$ cat src/rtl/pinbank_pkg.sv
package pinbank_pkg;

  localparam logic [7:0] OFF_ROLE   = 8'h00;
  localparam logic [7:0] OFF_DIR    = 8'h04;
  localparam logic [7:0] OFF_OUT    = 8'h08;
  localparam logic [7:0] OFF_IN     = 8'h0C;
  localparam logic [7:0] OFF_STAT   = 8'h10;
  localparam logic [7:0] OFF_CLR    = 8'h14;
  localparam logic [7:0] OFF_EN     = 8'h18;
  localparam logic [7:0] OFF_EN_SET = 8'h1C;
  localparam logic [7:0] OFF_POL    = 8'h20;
  localparam logic [7:0] OFF_KIND   = 8'h24;
  localparam logic [7:0] OFF_BOTH   = 8'h4C;

  typedef enum logic [3:0] {
    SEL_NONE, SEL_ROLE, SEL_DIR, SEL_OUT, SEL_IN, SEL_STAT,
    SEL_EN, SEL_POL, SEL_KIND, SEL_BOTH
  } regSel_e;

  typedef struct packed {
    logic wrRole;
    logic wrDir;
    logic wrOut;
    logic wrEn;
    logic wrPol;
    logic wrKind;
    logic wrBoth;
    logic clrStat;
    logic setEn;
  } strobes_t;

endpackage

$ cat src/rtl/pinbank_sync.sv
module pinbank_sync #(
  parameter int WIDTH  = 32,
  parameter int STAGES = 2
) (
  input  logic             clk,
  input  logic             rstN,
  input  logic [WIDTH-1:0] asyncIn,
  output logic [WIDTH-1:0] syncOut
);
  logic [WIDTH-1:0] chain [STAGES];

  always_ff @(posedge clk) begin
    if (!rstN) chain[0] <= '0;
    else       chain[0] <= asyncIn;
  end

  for (genvar s = 1; s < STAGES; s++) begin : g_stage
    always_ff @(posedge clk) begin
      if (!rstN) chain[s] <= '0;
      else       chain[s] <= chain[s-1];
    end
  end

  assign syncOut = chain[STAGES-1];
endmodule

$ cat src/rtl/pinbank_ctrl.sv
module pinbank_ctrl
  import pinbank_pkg::*;
#(
  parameter int ADDR_W = 8
) (
  input  logic [ADDR_W-1:0] busAddr,
  input  logic              busWe,
  output strobes_t          stb,
  output regSel_e           rdSel
);
  localparam int OFF_W = 8;
  logic [OFF_W-1:0] off;

  assign off = OFF_W'(busAddr);

  always_comb begin
    stb   = '0;
    rdSel = SEL_NONE;
    unique case (off)
      OFF_ROLE:   begin rdSel = SEL_ROLE; stb.wrRole = busWe; end
      OFF_DIR:    begin rdSel = SEL_DIR;  stb.wrDir  = busWe; end
      OFF_OUT:    begin rdSel = SEL_OUT;  stb.wrOut  = busWe; end
      OFF_IN:     rdSel = SEL_IN;
      OFF_STAT:   rdSel = SEL_STAT;
      OFF_CLR:    stb.clrStat = busWe;
      OFF_EN:     begin rdSel = SEL_EN;   stb.wrEn   = busWe; end
      OFF_EN_SET: stb.setEn = busWe;
      OFF_POL:    begin rdSel = SEL_POL;  stb.wrPol  = busWe; end
      OFF_KIND:   begin rdSel = SEL_KIND; stb.wrKind = busWe; end
      OFF_BOTH:   begin rdSel = SEL_BOTH; stb.wrBoth = busWe; end
      default:    rdSel = SEL_NONE;
    endcase
  end
endmodule

$ cat src/rtl/pinbank_dp.sv
module pinbank_dp
  import pinbank_pkg::*;
#(
  parameter int WIDTH = 32,
  parameter int SYNC_STAGES = 2
) (
  input  logic             clk,
  input  logic             rstN,
  input  strobes_t         stb,
  input  regSel_e          rdSel,
  input  logic [WIDTH-1:0] busWdata,
  output logic [WIDTH-1:0] busRdata,
  input  logic [WIDTH-1:0] pinIn,
  output logic [WIDTH-1:0] pinOut,
  output logic [WIDTH-1:0] pinOe,
  output logic             irq
);
  logic [WIDTH-1:0] roleR, dirR, outR, enR, polR, kindR, bothR;
  logic [WIDTH-1:0] statR, prevR, syncd;
  logic [WIDTH-1:0] rise, fall, edgeHit, levelOn, clrBits, statNext;
  logic             irqR;

  pinbank_sync #(.WIDTH(WIDTH), .STAGES(SYNC_STAGES)) uSync (
    .clk(clk), .rstN(rstN), .asyncIn(pinIn), .syncOut(syncd)
  );

  // configuration registers
  always_ff @(posedge clk) begin
    if (!rstN) begin
      roleR <= '0; dirR <= '0; outR <= '0; enR <= '0;
      polR  <= '0; kindR <= '0; bothR <= '0;
    end else begin
      if (stb.wrRole) roleR <= busWdata;
      if (stb.wrDir)  dirR  <= busWdata;
      if (stb.wrOut)  outR  <= busWdata;
      if (stb.wrPol)  polR  <= busWdata;
      if (stb.wrKind) kindR <= busWdata;
      if (stb.wrBoth) bothR <= busWdata;
      if (stb.wrEn)       enR <= busWdata;
      else if (stb.setEn) enR <= enR | busWdata;
    end
  end

  // detection
  assign rise    = syncd & ~prevR;
  assign fall    = ~syncd & prevR;
  assign edgeHit = (bothR & (rise | fall)) | (~bothR & ~polR & rise) | (~bothR & polR & fall);
  assign levelOn = syncd ^ polR;
  assign clrBits = stb.clrStat ? busWdata : '0;
  assign statNext = roleR & ((kindR & ((statR & ~clrBits) | edgeHit)) | (~kindR & levelOn));

  always_ff @(posedge clk) begin
    if (!rstN) begin
      prevR <= '0;
      statR <= '0;
      irqR  <= 1'b0;
    end else begin
      prevR <= syncd;
      statR <= statNext;
      irqR  <= |(statR & enR);
    end
  end

  assign irq    = irqR;
  assign pinOe  = ~roleR & dirR;
  assign pinOut = outR & pinOe;

  always_comb begin
    unique case (rdSel)
      SEL_ROLE: busRdata = roleR;
      SEL_DIR:  busRdata = dirR;
      SEL_OUT:  busRdata = outR;
      SEL_IN:   busRdata = syncd;
      SEL_STAT: busRdata = statR;
      SEL_EN:   busRdata = enR;
      SEL_POL:  busRdata = polR;
      SEL_KIND: busRdata = kindR;
      SEL_BOTH: busRdata = bothR;
      default:  busRdata = '0;
    endcase
  end

  AST_EDGE_STICKY: assert property (@(posedge clk) disable iff (!rstN)
    ((($past(statR) & ~statR) & $past(roleR & kindR) & ~$past(clrBits)) == '0));
  AST_CLEAR_TAKES: assert property (@(posedge clk) disable iff (!rstN)
    stb.clrStat |=> ((statR & $past(busWdata & ~edgeHit & kindR)) == '0));
  AST_SET_ENABLE: assert property (@(posedge clk) disable iff (!rstN)
    stb.setEn |=> ((enR & $past(busWdata)) == $past(busWdata)));
  AST_GENERAL_QUIET: assert property (@(posedge clk) disable iff (!rstN)
    ((statR & ~$past(roleR)) == '0));
  AST_IRQ_GATED: assert property (@(posedge clk) disable iff (!rstN)
    irqR |-> $past(|(statR & enR)));
endmodule

$ cat src/rtl/pinbank_port.sv
module pinbank_port
  import pinbank_pkg::*;
#(
  parameter int WIDTH  = 32,
  parameter int ADDR_W = 8
) (
  input  logic              clk,
  input  logic              rstN,
  input  logic [ADDR_W-1:0] busAddr,
  input  logic              busWe,
  input  logic [WIDTH-1:0]  busWdata,
  output logic [WIDTH-1:0]  busRdata,
  input  logic [WIDTH-1:0]  pinIn,
  output logic [WIDTH-1:0]  pinOut,
  output logic [WIDTH-1:0]  pinOe,
  output logic              irq
);
  strobes_t stb;
  regSel_e  rdSel;

  pinbank_ctrl #(.ADDR_W(ADDR_W)) uCtrl (
    .busAddr(busAddr), .busWe(busWe), .stb(stb), .rdSel(rdSel)
  );

  pinbank_dp #(.WIDTH(WIDTH), .SYNC_STAGES(2)) uDp (
    .clk(clk), .rstN(rstN), .stb(stb), .rdSel(rdSel), .busWdata(busWdata),
    .busRdata(busRdata), .pinIn(pinIn), .pinOut(pinOut), .pinOe(pinOe), .irq(irq)
  );
endmodule

$ cat config.mk
export PLATFORM = sky130hd
export DESIGN_NAME = pinbank_port
export DESIGN_NICKNAME = d
export VERILOG_FILES = /design/src/rtl/pinbank_pkg.sv /design/src/rtl/pinbank_sync.sv /design/src/rtl/pinbank_ctrl.sv /design/src/rtl/pinbank_dp.sv /design/src/rtl/pinbank_port.sv
export SDC_FILE = /design/constraint.sdc
export NUM_CORES = 1
export LEC_CHECK = 0
export BUFFER_PORTS_ARGS = -buffer_cell sky130_fd_sc_hd__buf_2
export CORE_MARGIN = 3
export CORE_UTILIZATION = 39
export DETAILED_ROUTE_END_ITERATION = 7
export REMOVE_ABC_BUFFERS = 1
export SLEW_MARGIN = 20
export SYNTH_ARGS = -nofsm -noshare
export SYNTH_HDL_FRONTEND = slang
export SYNTH_SLANG_ARGS = --single-unit
$ cat constraint.sdc
create_clock -name clk -period 8.11 [get_ports clk]
set_clock_uncertainty 0.2 [all_clocks]
set_input_delay 2.0275 -clock clk [delete_from_list [all_inputs] [get_ports clk]]
set_output_delay 2.0275 -clock clk [all_outputs]
set_load 0.005 [all_outputs]
# Word-level counts from Yosys, hierarchy flattened
# Memory sizes are Yosys's and may differ from the RTL's.
# Index checks and enable logic that the tools add are counted.
[op_classes]
bitwise = 30
muxes = 18
reduce_logical = 3
n_eq_ne = 19
[op_table]
columns = ["cell", "n"]
rows = [
  ["AND 32 bit", 14],
  ["case mux 32 bit (9 select lines)", 1],
  ["inverter 32 bit", 7],
  ["OR 32 bit", 6],
  ["two-way mux 32 bit", 5],
  ["case mux 4 bit (9 select lines)", 1],
  ["== test 8 x 5 -> 1 bit (second input constant)", 4],
  ["OR reduction 32 bit", 1],
  ["XOR 32 bit", 1],
  ["== test 4 x 3 -> 1 bit (second input constant)", 4],
  ["== test 8 x 4 -> 1 bit (second input constant)", 2],
  ["== test 8 x 6 -> 1 bit (second input constant)", 2],
  ["two-way mux 1 bit", 11],
  ["== test 4 x 2 -> 1 bit (second input constant)", 2],
  ["== test 4 bit (second input constant)", 2],
  ["== test 8 x 3 -> 1 bit (second input constant)", 1],
  ["== test 8 x 7 -> 1 bit (second input constant)", 1],
  ["logical NOT 8 bit", 1],
  ["== test 4 x 1 -> 1 bit (second input constant)", 1],
  ["OR 1 bit", 2],
  ["nonzero test 2 bit", 1],
]
[totals]
n_memories = 1
in_bits = 75
ramBits = 64
ff_bits = 289
wordCells = 81
out_inout_bits = 97
[memory_table]
columns = ["memory", "words", "word_bits", "rd", "rd_ports_with_merged_regs", "wr", "line", "source"]
rows = [
  ["uDp.uSync.chain", 2, 32, 2, 0, 2, "pinbank_sync.sv:10", "logic [WIDTH-1:0] chain [STAGES];"],
]

# Logic depth before layout (Yosys ltp)
[logic_depth]
depth_word = 10
depth_mapped = 8

# Cells and area by module
# Synthesis repeated with hierarchy kept, for this count alone.
[unflattened]
hier_cells = 1713
area_unflattened_um2 = 17071.4
[modules_own_cells]
columns = ["module", "instances", "seq_area_each_um2", "cells_each", "area_each_um2"]
rows = [
  ["pinbank_dp", 1, 5785.5, 1537, 14978.1],
  ["pinbank_sync", 1, 1281.2, 134, 1791.7],
  ["pinbank_ctrl", 1, 0.0, 42, 301.5],
]

# Worst setup path after synthesis
# No wires, ideal clock.
[synth_timing]
path_kind = "input to output"
from = "input busAddr[1]"
to = "output busRdata[11]"
t_arrival_ps = 3431
stages = 7
path_buffers = 3
path_slack_ps = 2451
cell_sequence = "buf_6 > or3_1 > or4_1 > buf_2 > buf_6 > o22a_1 > nand3_1"
[synth_via]
elab_chain_len = 4
word_cells_on_any_way = 20
[synth_rtl]
columns = ["item", "line", "source"]
rows = [
  ["start: declaration", "pinbank_port.sv:9", "input logic [ADDR_W-1:0] busAddr,"],
  ["== test 8 x 7 -> 1 bit, or another cell as far along", "pinbank_ctrl.sv:19", "unique case (off)"],
  ["case mux 4 bit (9 select lines) (*)", "pinbank_ctrl.sv:19", ""],
  ["== test 4 bit, or another cell as far along", "pinbank_dp.sv:69", "unique case (rdSel)"],
  ["case mux 32 bit (9 select lines) (*)", "pinbank_dp.sv:69", ""],
  ["end: declaration", "pinbank_port.sv:12", "output logic [WIDTH-1:0] busRdata,"],
]
# Every way passes the cells marked *; elsewhere a longest branch is shown, timed or not.

# Final worst setup path
[layout_timing]
from = "input busAddr[7]"
to = "output busRdata[27]"
# The elaborated chain is that of the path after synthesis.

==> impl_metrics.prom <==
# TYPE chip_impl_metric gauge
chip_impl_info{name="status",value="completed"} 1
chip_impl_metric{name="power.leakage",unit="nW"} 7.43
chip_impl_info{name="tritoncts",value="built"} 1
chip_impl_metric{name="final.fill_count",unit=""} 4316
chip_impl_metric{name="totalNegativeSetupSlack",unit="ns"} 0
chip_impl_metric{name="power.density_cell_area",unit="mW/mm^2"} 190
chip_impl_metric{name="dieHeight",unit="microns"} 218
chip_impl_metric{name="post_synth_mux_area_share",unit="%"} 5.80
chip_impl_metric{name="max_slew.worst_pin.slew",unit="ns"} 1.13
chip_impl_metric{name="synth-simple-area-share",unit="%"} 20.4
chip_impl_metric{name="detailed_place_hpwl",unit="microns"} 35100
chip_impl_info{name="synth_top_cells_by_area",value="dfxtp_1 40%, nand2_1 9.6%, a21boi_1 4.7%"} 1
chip_impl_metric{name="mappedNetlistArea",unit="sq mm"} 0.0175
chip_impl_metric{name="timing.final.max_slew_violations",unit=""} 0
chip_impl_metric{name="core_area",unit="sq mm"} 0.0437
chip_impl_metric{name="reg2reg_setup_slack",unit="ns"} 6.33
chip_impl_metric{name="final_net_count",unit=""} 2264
chip_impl_metric{name="sum_of_overflow_across_all_layers_after_global_routing",unit=""} 0
chip_impl_metric{name="ys_types",unit=""} 53
chip_impl_metric{name="post_drt_via_cell_ratio",unit=""} 5.44
chip_impl_metric{name="drt.antenna.violating_nets",unit=""} 0
chip_impl_info{name="endpoint",value="busRdata[27]"} 1
chip_impl_metric{name="grt_max_degree",unit=""} 215
chip_impl_metric{name="timing.fmax",unit="GHz"} 0.143
chip_impl_metric{name="routed_wirelength",unit="microns"} 56600
chip_impl_info{name="crit_path_start",value="busAddr[7]"} 1
chip_impl_metric{name="yosys.area_share.xor_xnor",unit="%"} 1.60
chip_impl_metric{name="port_buffers",unit=""} 171
chip_impl_metric{name="drv_cap",unit=""} 0
chip_impl_metric{name="dr.pass1.iters",unit=""} 5
chip_impl_metric{name="first_iter_violations",unit=""} 1321
chip_impl_metric{name="detailroute.via_count",unit=""} 14900
chip_impl_metric{name="path_max_fanout",unit=""} 35
chip_impl_info{name="synth_top_family_by_area",value="simple AND/OR/NAND/NOR gates"} 1
chip_impl_metric{name="seq_power_share",unit="%"} 47.2
chip_impl_metric{name="worstPathArrival",unit="ns"} 4.76
chip_impl_metric{name="die_span_in_x",unit="microns"} 218
chip_impl_metric{name="h_tree_levels",unit=""} 2
chip_impl_metric{name="ctsLongestPathBuffers",unit=""} 3
chip_impl_metric{name="register_area",unit="sq mm"} 0.00707
chip_impl_metric{name="timing.final.hold_violations",unit=""} 0
chip_impl_metric{name="boundaryPins",unit=""} 172
chip_impl_metric{name="routedWlPerCell",unit="microns"} 20.7
chip_impl_info{name="reg2reg_from",value="uDp.enR[29]"} 1
chip_impl_metric{name="multi_input_comb_area",unit="sq mm"} 0.00926
chip_impl_metric{name="number_of_antenna_violations_at_the_first_check_in_global_routing",unit=""} 2
chip_impl_metric{name="finalCriticalPeriod",unit="ns"} 6.99
chip_impl_metric{name="vdd.ir_drop.worst",unit="mV"} 0.109
chip_impl_metric{name="p_sw",unit="mW"} 0.878
chip_impl_metric{name="hold_buffers",unit=""} 0
chip_impl_metric{name="groute.usage.overall",unit="%"} 23.3
chip_impl_info{name="ys_dominant_reg_cell",value="dfxtp_1"} 1
chip_impl_metric{name="detail_route.drc_violations",unit=""} 0
chip_impl_metric{name="post_cts.resized_instances",unit=""} 0
chip_impl_metric{name="design_area",unit="sq mm"} 0.0198
chip_impl_info{name="cp-end-kind",value="output port"} 1
chip_impl_info{name="unrepaired_setup_endpoints_after_global_routing",value="no"} 1
chip_impl_metric{name="pwr-share-comb",unit="%"} 5.1
chip_impl_metric{name="cts_num_sinks",unit=""} 353
chip_impl_metric{name="report.final.setup_viol",unit=""} 0
chip_impl_metric{name="post_synthesis_share_of_cell_area_spent_on_full_adders_half_adders_and_majority_gates",unit="%"} 4.58
chip_impl_metric{name="gp_routability_congestion",unit=""} 0.821
chip_impl_metric{name="area.growth.synth_to_final",unit="%"} 13.0
chip_impl_metric{name="postSynthCellCount",unit=""} 2054
chip_impl_metric{name="placementRows",unit=""} 76
chip_impl_metric{name="cts_buffers",unit=""} 41
chip_impl_metric{name="vias_in_the_first_global_route",unit=""} 14300
chip_impl_info{name="worstSetupPathType",value="in -> out"} 1
chip_impl_info{name="hold_start",value="uDp.uSync.chain[0][6]"} 1
chip_impl_metric{name="number_of_buffers_added_for_setup_after_cts",unit=""} 0
chip_impl_metric{name="dpl_cell_area",unit="sq mm"} 0.0185
chip_impl_metric{name="clockPowerShare",unit="%"} 47.7
chip_impl_metric{name="post-layout-total-power",unit="mW"} 3.75
chip_impl_metric{name="insertion_delay",unit="ns"} 0.55
chip_impl_metric{name="synth.yosys.seq_area_share",unit="%"} 40.4
chip_impl_metric{name="synthesis.area_per_instance",unit="sq um"} 8.52
chip_impl_metric{name="worst_r2r_path_depth",unit=""} 3
chip_impl_metric{name="initial_core_util",unit="%"} 40.0
chip_impl_metric{name="synth-seq-cells",unit=""} 353
chip_impl_metric{name="cts.clk_slew.worst_paths",unit="ns"} 0.05
chip_impl_metric{name="async_reset_ff_share",unit="%"} 0
chip_impl_info{name="worstSetupStartpointType",value="input pin"} 1
chip_impl_metric{name="finalCritPeriodShare",unit="%"} 86.2
chip_impl_info{name="clock_tree.root_cell",value="clkbuf_16"} 1
chip_impl_metric{name="cp_data_required_time",unit="ns"} 5.88
chip_impl_info{name="synth.largest_area_cell",value="dfxtp_1"} 1
chip_impl_metric{name="tightest_slew_margin_relative_to_the_limit",unit="%"} 24.6
chip_impl_metric{name="layout-drive-gt1-share",unit="%"} 14.6
chip_impl_metric{name="synthesis.yosys.warnings",unit=""} 0
chip_impl_metric{name="swShare",unit="%"} 23.4
chip_impl_metric{name="synth_top_area_share",unit="%"} 40.4
chip_impl_metric{name="wire_length_of_the_first_global_routing_pass",unit="microns"} 85900
chip_impl_metric{name="number_of_synthesized_flops_with_an_enable_pin",unit=""} 0
chip_impl_metric{name="cell_internal_pwr",unit="mW"} 2.87
chip_impl_info{name="regToRegEndpoint",value="uDp.irq"} 1
chip_impl_info{name="timing.hold.worst.class",value="reg -> reg"} 1
chip_impl_metric{name="dp.cells",unit=""} 2667
chip_impl_metric{name="whs",unit="ns"} 0.231
chip_impl_metric{name="synth-compound-area-share",unit="%"} 20.1
chip_impl_metric{name="floorplan.die_area",unit="sq mm"} 0.0475
chip_impl_metric{name="finalNonFillerCells",unit=""} 2738
==> cells by family after synthesis <==
group / count (synthesis)
xor gates and xnor gates: 32
adders and majority gates: 64
AOI/OAI and AO/OA: 496
buffers and inverters: 266
and+or+nand+nor: 747
muxes: 96
DFF: 353
==> stage by stage <==
stage	utilization [%]	setup slack, ns
2_1_floorplan	-	1.67
3_3_place_gp	42.3	1.25
3_5_place_dp	42.3	1.11
4_1_cts	45.2	1.12
5_1_grt	45.2	0.992
6_report	45.2	1.12
==> critical path, cell delays in order <==
cell and delay, ns:
buf_2 0.31, or4_4 0.95, nor2_4 0.94, a22oi_1 0.15, nand3_1 0.19, buf_2 0.13
==> power groups by stage <==
stage / sequential, mW / clock, mW / combinational, mW
after floorplan: 1.80 / 0 / 0.0757
after global placement: 1.81 / 0 / 0.185
after detailed placement: 1.81 / 0 / 0.190
after CTS: 1.77 / 1.82 / 0.191
after global routing: 1.77 / 1.88 / 0.208
final: 1.77 / 1.79 / 0.192
==> routing by layer <==
| metal | part of all wire [%] | routed length (microns) | vias to the layer above | global-route usage [%] |
|---|---|---|---|---|
| li1 | - | - | 7135 | - |
| met1 | 46 | 25800 | 7108 | 32.4 |
| met2 | 45 | 25300 | 557 | 36.7 |
| met3 | 6.7 | 3800 | 103 | 3.72 |
| met4 | 3.1 | 1770 | 0 | 8.59 |
| met5 | 0 | 0 | - | 0 |
==> cell usage after synthesis (all sizes together) (64+ instances only) <==
cell and instances:
nand2 449, dfxtp 353, a21boi 161, and2 129, a22oi 109, o21ai 96, inv 95, clkbuf 94
buf 77, nand3 66, nor2b 65, ha 64
==> cell usage in the layout (no fill, tap or decap), types with 28 or more instances in the layout <==
master / instances
a31oi_1: 32
buf_2: 169
and2_1: 129
inv_1: 95
xor2_1: 32
a21boi_1: 109
a22oi_1: 109
o32ai_1: 29
nand2_1: 448
buf_4: 28
nand3_1: 62
nor2b_1: 65
mux2i_1: 61
mux2_2: 34
o22a_1: 29
o211ai_1: 32
dfxtp_1: 353
clkbuf_16: 41
a21boi_0: 52
ha_1: 64
o21ai_0: 90
==> worst min-delay path by stage <==
stage | slack (ns) | to | cells after the start
6_report | 0.23 | uDp.uSync.chain[1][6] | 1
2_1_floorplan | 0.21 | uDp.uSync.chain[1][0] | 1
3_3_place_gp | 0.22 | uDp.uSync.chain[1][25] | 1
4_1_cts | 0.23 | uDp.uSync.chain[1][7] | 1
5_1_grt | 0.24 | uDp.uSync.chain[1][7] | 1
3_5_place_dp | 0.22 | uDp.uSync.chain[1][16] | 1
==> sequential cells by signal, summed over array words and instances, names as in the netlist <==
| register | flops |
|---|---|
| uDp.uSync.chain | 64 |
| uDp.bothR | 32 |
| uDp.dirR | 32 |
| uDp.enR | 32 |
| uDp.kindR | 32 |
| uDp.outR | 32 |
| uDp.polR | 32 |
| uDp.prevR | 32 |
| uDp.roleR | 32 |
| uDp.statR | 32 |
| uDp.irq | 1 |
==> final cells by class <==
class	instances	area share (%)
clock inverters	10	0.392
well taps	585	3.70
multi-input cells	1435	46.8
diodes	2	0.0253
flip-flops and latches	353	35.7
inverters	95	1.80
repair buffers	199	5.52
clock buffers	59	6.03
No activity file was read; power rests on OpenSTA's default activity.
